--- config.mk ---
export PLATFORM = sky130hd
export DESIGN_NAME = mxbus_endpoint
export DESIGN_NICKNAME = d
export VERILOG_FILES = /design/src/rtl/mxb_pkg.sv /design/src/rtl/mxb_sync.sv /design/src/rtl/mxb_delay.sv /design/src/rtl/mxb_ctrl.sv /design/src/rtl/mxbus_endpoint.sv
export SDC_FILE = /design/constraint.sdc
export NUM_CORES = 1
export LEC_CHECK = 0
export BUFFER_PORTS_ARGS = -buffer_cell sky130_fd_sc_hd__buf_4
export CORE_MARGIN = 4
export CORE_UTILIZATION = 52
export DETAILED_ROUTE_END_ITERATION = 10
export MAX_ROUTING_LAYER = met4
export PLACE_DENSITY = 0.8
export SETUP_SLACK_MARGIN = 0.2
export SLEW_MARGIN = 10
export SYNTH_ARGS = -nofsm -noshare
export SYNTH_HDL_FRONTEND = slang
export SYNTH_SLANG_ARGS = --single-unit
--- constraint.sdc ---
create_clock -name clk -period 2 [get_ports clk]
set_input_delay 0.5 -clock clk [delete_from_list [all_inputs] [get_ports clk]]
set_output_delay 0.5 -clock clk [all_outputs]
set_load 0.01 [all_outputs]
--- src/rtl/mxb_pkg.sv ---
package mxb_pkg;

  typedef enum logic [2:0] {
    ST_IDLE,
    ST_SAMPLE,
    ST_RLOAD,
    ST_WAIT,
    ST_ACK,
    ST_RREL,
    ST_IGNORE
  } ep_state_t;

  typedef enum logic [1:0] {
    SQ_HI,
    SQ_LO,
    SQ_DATA
  } seq_t;

endpackage

--- src/rtl/mxb_sync.sv ---
module mxb_sync #(
  parameter int             WIDTH   = 1,
  parameter int             STAGES  = 2,
  parameter logic [WIDTH-1:0] RST_VAL = '0
) (
  input  logic             clk,
  input  logic             rst_n,
  input  logic [WIDTH-1:0] d,
  output logic [WIDTH-1:0] q
);

  logic [STAGES-1:0][WIDTH-1:0] stg_q;
  logic [STAGES-1:0][WIDTH-1:0] stg_d;

  generate
    if (STAGES == 1) begin : g_single
      always_comb stg_d = d;
    end else begin : g_chain
      always_comb stg_d = {stg_q[STAGES-2:0], d};
    end
  endgenerate

  always_ff @(posedge clk or negedge rst_n) begin
    if (!rst_n) stg_q <= {STAGES{RST_VAL}};
    else        stg_q <= stg_d;
  end

  assign q = stg_q[STAGES-1];

endmodule

--- src/rtl/mxb_delay.sv ---
module mxb_delay #(
  parameter int CNT_W = 8
) (
  input  logic             clk,
  input  logic             rst_n,
  input  logic             load,
  input  logic [CNT_W-1:0] load_val,
  output logic             done
);

  localparam logic [CNT_W-1:0] ONE = {{(CNT_W-1){1'b0}}, 1'b1};

  logic [CNT_W-1:0] cnt_q, cnt_d;

  always_comb begin
    cnt_d = cnt_q;
    if (load)               cnt_d = load_val;
    else if (cnt_q != '0)   cnt_d = cnt_q - ONE;
  end

  always_ff @(posedge clk or negedge rst_n) begin
    if (!rst_n) cnt_q <= '0;
    else        cnt_q <= cnt_d;
  end

  assign done = (cnt_q == '0);

endmodule

--- src/rtl/mxb_ctrl.sv ---
module mxb_ctrl
  import mxb_pkg::*;
#(
  parameter int DW = 8
) (
  input  logic          clk,
  input  logic          rst_n,
  input  logic          asel_s,
  input  logic          dsel_s,
  input  logic          mrd_s,
  input  logic [DW-1:0] cd_i,
  input  logic [DW-1:0] page_id,
  input  logic [DW-1:0] loc_rdata,
  input  logic          dly_done,
  output logic          dly_load,
  output logic          ack_pull,
  output logic          cd_oe,
  output logic [DW-1:0] cd_o,
  output logic [DW-1:0] loc_addr,
  output logic [DW-1:0] loc_wdata,
  output logic          loc_wr,
  output logic          loc_rd
);

  ep_state_t     state_q, state_d;
  seq_t          seq_q, seq_d;
  logic          hit_q, hit_d;
  logic          rd_q, rd_d;
  logic          isaddr_q, isaddr_d;
  logic [DW-1:0] addr_q, addr_d;
  logic [DW-1:0] wdata_q, wdata_d;
  logic [DW-1:0] rdata_q, rdata_d;
  logic          wr_q, wr_d;
  logic          rdp_q, rdp_d;
  logic          strobe;
  logic          page_eq;

  assign strobe  = isaddr_q ? asel_s : dsel_s;
  assign page_eq = (cd_i == page_id);

  always_comb begin
    state_d  = state_q;
    seq_d    = seq_q;
    hit_d    = hit_q;
    rd_d     = rd_q;
    isaddr_d = isaddr_q;
    addr_d   = addr_q;
    wdata_d  = wdata_q;
    rdata_d  = rdata_q;
    wr_d     = 1'b0;
    rdp_d    = 1'b0;
    dly_load = 1'b0;
    case (state_q)
      ST_IDLE: begin
        if (asel_s) begin
          isaddr_d = 1'b1;
          state_d  = ST_SAMPLE;
        end else if (dsel_s) begin
          isaddr_d = 1'b0;
          state_d  = ST_SAMPLE;
        end
      end
      ST_SAMPLE: begin
        rd_d = 1'b0;
        if (isaddr_q) begin
          if (seq_q == SQ_LO) begin
            seq_d = SQ_DATA;
            if (hit_q) begin
              addr_d   = cd_i;
              dly_load = 1'b1;
              state_d  = ST_WAIT;
            end else begin
              state_d  = ST_IGNORE;
            end
          end else begin
            seq_d = SQ_LO;
            hit_d = page_eq;
            if (page_eq) begin
              dly_load = 1'b1;
              state_d  = ST_WAIT;
            end else begin
              state_d  = ST_IGNORE;
            end
          end
        end else begin
          if (seq_q == SQ_DATA) seq_d = SQ_HI;
          hit_d = 1'b0;
          if ((seq_q == SQ_DATA) && hit_q) begin
            if (mrd_s) begin
              rd_d    = 1'b1;
              rdp_d   = 1'b1;
              state_d = ST_RLOAD;
            end else begin
              wdata_d  = cd_i;
              wr_d     = 1'b1;
              dly_load = 1'b1;
              state_d  = ST_WAIT;
            end
          end else begin
            state_d = ST_IGNORE;
          end
        end
      end
      ST_RLOAD: begin
        rdata_d  = loc_rdata;
        dly_load = 1'b1;
        state_d  = ST_WAIT;
      end
      ST_WAIT: begin
        if (dly_done) state_d = ST_ACK;
      end
      ST_ACK: begin
        if (!strobe) state_d = rd_q ? ST_RREL : ST_IDLE;
      end
      ST_RREL: begin
        rd_d    = 1'b0;
        state_d = ST_IDLE;
      end
      ST_IGNORE: begin
        if (!strobe) state_d = ST_IDLE;
      end
      default: state_d = ST_IDLE;
    endcase
  end

  always_ff @(posedge clk or negedge rst_n) begin
    if (!rst_n) begin
      state_q  <= ST_IDLE;
      seq_q    <= SQ_HI;
      hit_q    <= 1'b0;
      rd_q     <= 1'b0;
      isaddr_q <= 1'b0;
      addr_q   <= '0;
      wdata_q  <= '0;
      rdata_q  <= '0;
      wr_q     <= 1'b0;
      rdp_q    <= 1'b0;
    end else begin
      state_q  <= state_d;
      seq_q    <= seq_d;
      hit_q    <= hit_d;
      rd_q     <= rd_d;
      isaddr_q <= isaddr_d;
      addr_q   <= addr_d;
      wdata_q  <= wdata_d;
      rdata_q  <= rdata_d;
      wr_q     <= wr_d;
      rdp_q    <= rdp_d;
    end
  end

  assign ack_pull  = (state_q == ST_ACK) || (state_q == ST_RREL);
  assign cd_oe     = rd_q && ((state_q == ST_WAIT) || (state_q == ST_ACK));
  assign cd_o      = rdata_q;
  assign loc_addr  = addr_q;
  assign loc_wdata = wdata_q;
  assign loc_wr    = wr_q;
  assign loc_rd    = rdp_q;

endmodule

--- src/rtl/mxbus_endpoint.sv ---
module mxbus_endpoint #(
  parameter int DW          = 8,
  parameter int CNT_W       = 8,
  parameter int SYNC_STAGES = 2
) (
  input  logic             clk,
  input  logic             rst_n,
  input  logic [DW-1:0]    page_id,
  input  logic [CNT_W-1:0] resp_dly,
  input  logic             asel_n,
  input  logic             dsel_n,
  input  logic             mrd,
  input  logic [DW-1:0]    cd_i,
  output logic [DW-1:0]    cd_o,
  output logic             cd_oe,
  output logic             ack_pull,
  output logic [DW-1:0]    loc_addr,
  output logic [DW-1:0]    loc_wdata,
  output logic             loc_wr,
  output logic             loc_rd,
  input  logic [DW-1:0]    loc_rdata
);

  localparam int CTL_W = 3;

  logic [1:0]       rst_pipe_q;
  logic             rst_int_n;
  logic [CTL_W-1:0] ctl_raw;
  logic [CTL_W-1:0] ctl_sync;
  logic             asel_s;
  logic             dsel_s;
  logic             mrd_s;
  logic             dly_load;
  logic             dly_done;

  // reset: asserted at once, removed on a clock edge
  always_ff @(posedge clk or negedge rst_n) begin
    if (!rst_n) rst_pipe_q <= 2'b00;
    else        rst_pipe_q <= {rst_pipe_q[0], 1'b1};
  end
  assign rst_int_n = rst_pipe_q[1];

  assign ctl_raw = {mrd, ~dsel_n, ~asel_n};

  mxb_sync #(
    .WIDTH   (CTL_W),
    .STAGES  (SYNC_STAGES),
    .RST_VAL ('0)
  ) i_sync (
    .clk   (clk),
    .rst_n (rst_int_n),
    .d     (ctl_raw),
    .q     (ctl_sync)
  );

  assign asel_s = ctl_sync[0];
  assign dsel_s = ctl_sync[1];
  assign mrd_s  = ctl_sync[2];

  mxb_delay #(
    .CNT_W (CNT_W)
  ) i_delay (
    .clk      (clk),
    .rst_n    (rst_int_n),
    .load     (dly_load),
    .load_val (resp_dly),
    .done     (dly_done)
  );

  mxb_ctrl #(
    .DW (DW)
  ) i_ctrl (
    .clk       (clk),
    .rst_n     (rst_int_n),
    .asel_s    (asel_s),
    .dsel_s    (dsel_s),
    .mrd_s     (mrd_s),
    .cd_i      (cd_i),
    .page_id   (page_id),
    .loc_rdata (loc_rdata),
    .dly_done  (dly_done),
    .dly_load  (dly_load),
    .ack_pull  (ack_pull),
    .cd_oe     (cd_oe),
    .cd_o      (cd_o),
    .loc_addr  (loc_addr),
    .loc_wdata (loc_wdata),
    .loc_wr    (loc_wr),
    .loc_rd    (loc_rd)
  );

endmodule

Yosys cells after proc, flatten, opt, wreduce, memory -nomap -nowiden
Index checks and enable logic that the tools add are counted.
Storage, ports and cells
  input bits: 37
  output and inout port bits: 28
  register bits: 50
  logic and storage cells: 87
Cells by class
  muxes and demuxes: 37
  add/subtract/negate cells: 1
  reduce and logical (&&, ||, !) cells: 17
  equal/unequal tests: 14
  bitwise gates (word level): 4
Operator list (number)
  $mux 3: 11
  $mux 1: 18
  $pmux 3 s6: 1
  $mux 8: 2
  $reduce_and 4->1: 3
  $eq 3x3->1 const B: 3
  $eq 8x8->1: 1
  $logic_not 8->1: 1
  $ne 2x2->1 const B: 4
  $reduce_bool 2->1: 4
  $reduce_bool 8->1: 1
  $sub 8x1->8 const B: 1
  $eq 3x2->1 const B: 2
  $mux 2: 3
  $reduce_and 2->1: 3
  $not 1->1: 4
  $pmux 1 s2: 2
  $eq 3x1->1 const B: 1
  $logic_not 3->1: 1
  $ne 3x1->1 const B: 1
  $eq 2x1->1 const B: 1
  $eq 2x2->1 const B: 1
  $logic_and 1x1->1: 2
  $logic_or 1x1->1: 2

Longest topological paths before layout
  word-level depth: 6
  depth in mapped cells: 7
  gate-level depth less buffers: 7

By module
A second synthesis with hierarchy kept.
Unflattened totals
  cells, all modules: 195
  area, all modules: 2289.7 sq um
Modules (own cells, without submodules)
  mxb_ctrl: seq. area each 850.8 sq um, instances 1, cells an instance 130, area an instance 1590.3 sq um
  mxb_delay: seq. area each 200.2 sq um, instances 1, cells an instance 54, area an instance 488.0 sq um
  mxb_sync: seq. area each 150.1 sq um, instances 1, cells an instance 6, area an instance 150.1 sq um
  mxbus_endpoint: seq. area each 50.0 sq um, instances 1, cells an instance 5, area an instance 61.3 sq um

Worst setup path after synthesis
OpenSTA, ideal clock, no wires.
  kind: reg2reg
  start: register i_delay.cnt_q[5]
  end: register i_ctrl.state_q[0]
  data required time: 1874 ps
  library setup time: 126 ps
  cell stages (with the launch flop): 6
  period minus slack after synthesis: 1890 ps
  buffers on the path: 0
  path slack: 110 ps
  arrival: 1764 ps
  cells stage by stage: dfrtp_1 -> or4_4 -> nor4b_4 -> nor2b_1 -> a221oi_2 -> a21oi_1
On the way
  longest elaborated chain between the ends: 3
Ends and longest elaborated chain
  start, declared: RTL line mxb_delay.sv:13  | logic [CNT_W-1:0] cnt_q, cnt_d;
  start signal, assigned: RTL line mxb_delay.sv:23  | else cnt_q <= cnt_d;
  $logic_not 8->1: RTL line mxb_delay.sv:26  | assign done = (cnt_q == '0);
  $ne 2x2->1 (no line)
  $reduce_and 4->1 (no line)
  end signal, assigned: RTL line mxb_ctrl.sv:139  | state_q <= state_d;
  end, declared: RTL line mxb_ctrl.sv:25  | ep_state_t state_q, state_d;
Every way passes these cells.
A chain may end at the register's enable or synchronous reset.

Final worst setup path
  start: register i_delay.cnt_q[5]
  end: register i_delay.cnt_q[7]
On the way
  longest elaborated chain between the ends: 3
  elaborated cells between the ends (all ways): 5
  classes of those cells: add/sub (1); mux (2); reduce/logical (2)
Ends and longest elaborated chain
  $sub 8x1->8: RTL line mxb_delay.sv:18  | else if (cnt_q != '0) cnt_d = cnt_q - ONE;
  $mux 8: RTL line mxb_delay.sv:18
  $mux 8: RTL line mxb_delay.sv:17  | if (load) cnt_d = load_val;
Parallel ways exist; a longest one is shown, timed or not. The select of a mux whose other input is x is not followed.

==> results.md <==
Outcome:
- The run finished with clean final reports.

Synth:
- The count of cell types in the netlist is 42.
- Among all flip-flop cells after synthesis, the most frequent one is sky130_fd_sc_hd__dfrtp_1.
- Counting flops with a built-in enable in the synthesized netlist gives 0.
- The count of yosys warnings during synthesis is 0.
- Of all flip-flops after synthesis, the portion carrying an async set or reset was 100%.
- Dividing the synthesized area by the synthesized cell count gives 12.4 um2.
- Counting every net in the synthesized netlist gives 226.
- The post-synth design cell area is 0.00232 mm2.
- The post-synthesis cell count is 187.
- The sequential fraction of the synthesis area is 53.9%.
- The number of storage elements in the synthesis netlist is 50.

Pwr:
- The internal cell power is 2.80 mW.
- Power comes to 4.25 mW.
- For this design the static power due to leakage is 1.53 nW.
- The share of power burned in the clock network is 15.7%.
- The switching share of power is 34.1%.
- The cell area power density is 1320 mW/mm2.
- Summed over all nets, the switching power comes to 1.45 mW.
- Of the total power, registers draw 37.9%.
- The power share of the combinational group is 46.4%.
- The worst voltage drop across the vdd grid is 554 uV.

Layout:
- The layout cell share with drive strength beyond 1 is 50.9%.
- The area growth from synthesis to layout is 38.9%.
- The number of fill cells is 307.
- 0 antenna diodes ended up in the layout.
- The number of nets in the final layout is 309.
- After the flow finishes, the layout carries non-filler instances totaling 323.

Floorplanning:
- In this run the vertical extent of the chip is 74.8 um.
- 65 I/O pins were placed.
- The floorplan has 24 rows.
- Once the floorplan was initialized, standard cells occupied 53.7% of the core.
- In this run the standard cell core region covers 0.00432 mm2.
- The die is 74.8 um wide.
- The overall die area is 0.00560 mm2.

Place:
- Port buffering added 64 buffers.
- Including well taps, the total number of placed cells is 309.
- The final weighted congestion of routability-driven global placement is 0.826.
- The worst slack at placement is 50.7 ps.
- The half-perimeter wire length after detailed placement is 3540 um.

Timing:
- Setup violations remaining at the end of the flow were counted as 0.
- The minimum hold slack is 194 ps.
- Clock skew on the completed layout was measured at 9.87 ps.
- The total negative slack for setup checks is 0 ps.
- The final number of hold-violating endpoints is 0.
- The number of slew-limit violations in the final report is 0.
- Based on the critical path, the design can be clocked at up to 0.514 GHz.
- The minimum clock period is 1940 ps.
- Across all setup checks in the final design, the least slack found is 56.0 ps.
- The final clock period utilization by the worst path is 97.2%.
- Setup repair after global routing could not meet its margin everywhere.

Global routing:
- The global-route congestion overflow total is 0.
- The wire length of the first global-routing pass is 7910 um.
- The via count of the first global-routing pass came to 1,771.
- The combined global-route utilization of all metal layers is 19.3%.
- The largest net degree at the start of global routing is 33.
- The initial antenna violation count was 0.

Route:
- The routed wire length is 4970 um.
- The detail route stage leaves a number of antenna-violating nets equal to 0.
- The routed via count divided by cell count is 5.25.
- Across all layers, the routed design uses 1,697 vias.
- After detailed routing, the number of remaining DRC violations is 0.
- The count of routing violations after the opening detailed-route iteration is 114.
- After detailed routing, the average wire length per cell comes to 15.4 um.
- The detailed-router iteration count before antenna repair is 4.

Critical path:
- The slack of the worst reg-to-reg path is 60 ps.
- For the worst setup path, the data required time is 2190 ps.
- The startpoint of the most critical register-to-register path is i_delay.cnt_q[5].
- Among the stages of the critical path, the cell type that occurs most often is sky130_fd_sc_hd__or4_4.
- The startpoint type of the worst setup path is a flip-flop.
- Of all nets on the critical path, the largest fanout is 3.
- On the critical path, the stage with the largest delay is an instance of sky130_fd_sc_hd__or4_4.
- Measured in cells, the most critical reg-to-reg path has a length of 4.
- The endpoint identified for the worst register-to-register timing path is i_delay.cnt_q[7].
- Data on the critical path arrives at its endpoint at 2140 ps.
- The most critical setup path has its startpoint at i_delay.cnt_q[5].
- The maximum cell stage delay along the critical path is 570 ps.
- The end point of the critical path is i_delay.cnt_q[7].
- Traced cell by cell, the critical path runs through or4_4, or4_4, a21o_1, mux2_2.
- The type of destination of the critical path is a flip-flop.
- The critical path in this run is classified as flip-flop to flip-flop.

Clock network:
- The clock net in this run drives a total of 50 sinks.
- Clock-pin slew was measured on the worst setup and hold paths at 90 ps.
- The H-tree level count is 2.
- TritonCTS built the clock tree.
- The master cell of the clock root buffer is sky130_fd_sc_hd__clkbuf_8.
- Clock tree synthesis inserted a total of 5 buffers.
- The largest buffer count on any clock path is 2.
- For the worst-skew pair, the clock arrives at the later sink with an insertion delay of 300 ps.

Hold path:
- The worst hold path class is flip-flop to asynchronous set/reset pin.

Job:
- Across the run, the number of max-cap violations was 0.
## worst max-delay path: cells and delay by family, from the launching register on
family,cells,cell delay (ps)
AND/OR/NAND/NOR,2,1010
flip-flops,1,390
multiplexers,1,250
AO/OA/AOI/OAI,1,180
## worst min path at each step
stage	slack (ps)	startpoint	endpoint	cells past startpoint
after floorplan	200	rst_n	rst_pipe_q[0]	0
after global placement	200	rst_pipe_q[1]	i_ctrl.cd_o[2]	0
after detailed placement	200	rst_pipe_q[1]	i_ctrl.cd_o[2]	0
after CTS	210	rst_pipe_q[1]	i_ctrl.cd_o[2]	0
after global routing	240	rst_pipe_q[1]	i_ctrl.cd_o[2]	0
final	190	rst_pipe_q[1]	i_ctrl.cd_o[6]	0
## power by group through the flow
stage / combinational, mW / clock (mW) / sequential (mW)
floorplan: 1.04 / 0 / 1.62
global placement: 1.61 / 0 / 1.60
CTS: 1.79 / 0.687 / 1.59
finish: 1.97 / 0.666 / 1.61
global route: 2.14 / 0.722 / 1.65
detailed placement: 1.65 / 0 / 1.61
## metal layers
metal | vias up | track usage (%) | share of wire, %
li1 | 819 | - | -
met1 | 820 | 25.0 | 44
met2 | 47 | 30.3 | 49
met3 | 11 | 3.60 | 4.7
met4 | 0 | 7.31 | 2.2
met5 | - | - | 0
## state kept, by name (all words and copies together), names as in the netlist
signal,count
i_ctrl.state_q,3
i_ctrl.hit_q,1
i_ctrl.cd_o,8
i_ctrl.loc_wr,1
i_sync.stg_d,3
i_delay.cnt_q,8
i_ctrl.loc_rd,1
i_ctrl.rd_q,1
i_ctrl.loc_addr,8
rst_pipe_q,2
i_sync.q,3
i_ctrl.seq_q,2
i_ctrl.isaddr_q,1
i_ctrl.loc_wdata,8
## cell usage after synthesis (all sizes together) (3+ instances only)
cell type	count	share of area, %
nand2b	4	1.1
clkbuf	3	0.49
xnor2	11	4.2
a221oi	3	1.4
mux2i	3	1.3
dfrtp	50	54
nor3	4	1.3
inv	11	1.8
nand2	10	1.6
a22o	3	1.1
a21o	3	0.97
nor3b	3	1.4
nor2	12	1.9
o21ai	6	1.3
mux2	33	16
a21oi	6	1.8
## placed cells by master, fill, tap and decap left out, drive strengths merged, types with 2 or more instances in the layout
cell / synthesis / final
nor2: 12 / 12
nor3: 4 / 4
a21o: 3 / 3
nor3b: 3 / 3
a21oi: 6 / 6
nor2b: 2 / 2
a221oi: 3 / 3
mux2: 33 / 33
xnor2: 11 / 11
dfrtp: 50 / 50
clkbuf: 3 / 8
ha: 2 / 2
o21ai: 6 / 6
nor4b: 2 / 2
a22o: 3 / 3
nand2b: 4 / 4
or3: 2 / 2
mux2i: 3 / 3
buf: 0 / 78
inv: 11 / 11
or4: 2 / 2
nand2: 10 / 10
nand4: 2 / 2
## logic make-up after synthesis
| family | count (synthesis) | synth area share (%) |
|---|---|---|
| flops | 50 | 53.9 |
| other cells | 1 | 0.162 |
| mux | 36 | 17.5 |
| simple gates | 47 | 12.6 |
| compound gates | 25 | 8.03 |
| fa+ha+maj | 2 | 1.08 |
| xor+xnor | 12 | 4.53 |
| buf+inv | 14 | 2.26 |
## area by class of cell
| class | count | area, um2 | share of cell area (%) |
|---|---|---|---|
| Tap cell | 52 | 65.1 | 2.02 |
| Multi-Input combinational cell | 123 | 1120 | 34.8 |
| Sequential cell | 50 | 1250 | 38.9 |
| Timing Repair Buffer | 79 | 628 | 19.5 |
| Inverter | 11 | 43.8 | 1.36 |
| Clock buffer | 8 | 110 | 3.42 |
## through the flow
step                util (%)  cell area (um2)
floorplan                  -             2320
global placement        68.2             2950
detailed placement      68.2             2950
CTS                     72.0             3110
global route            74.5             3220
finish                  74.5             3220
## repair_timing
item	4_1_cts	5_1_grt
pin swaps	7	4
endpoints found under the setup margin	17	21
hold endpoints to repair	2	0
gates resized for setup	9	22
setup buffers	2	3
hold buffers	1	0
(Power assumes the default switching activity.)
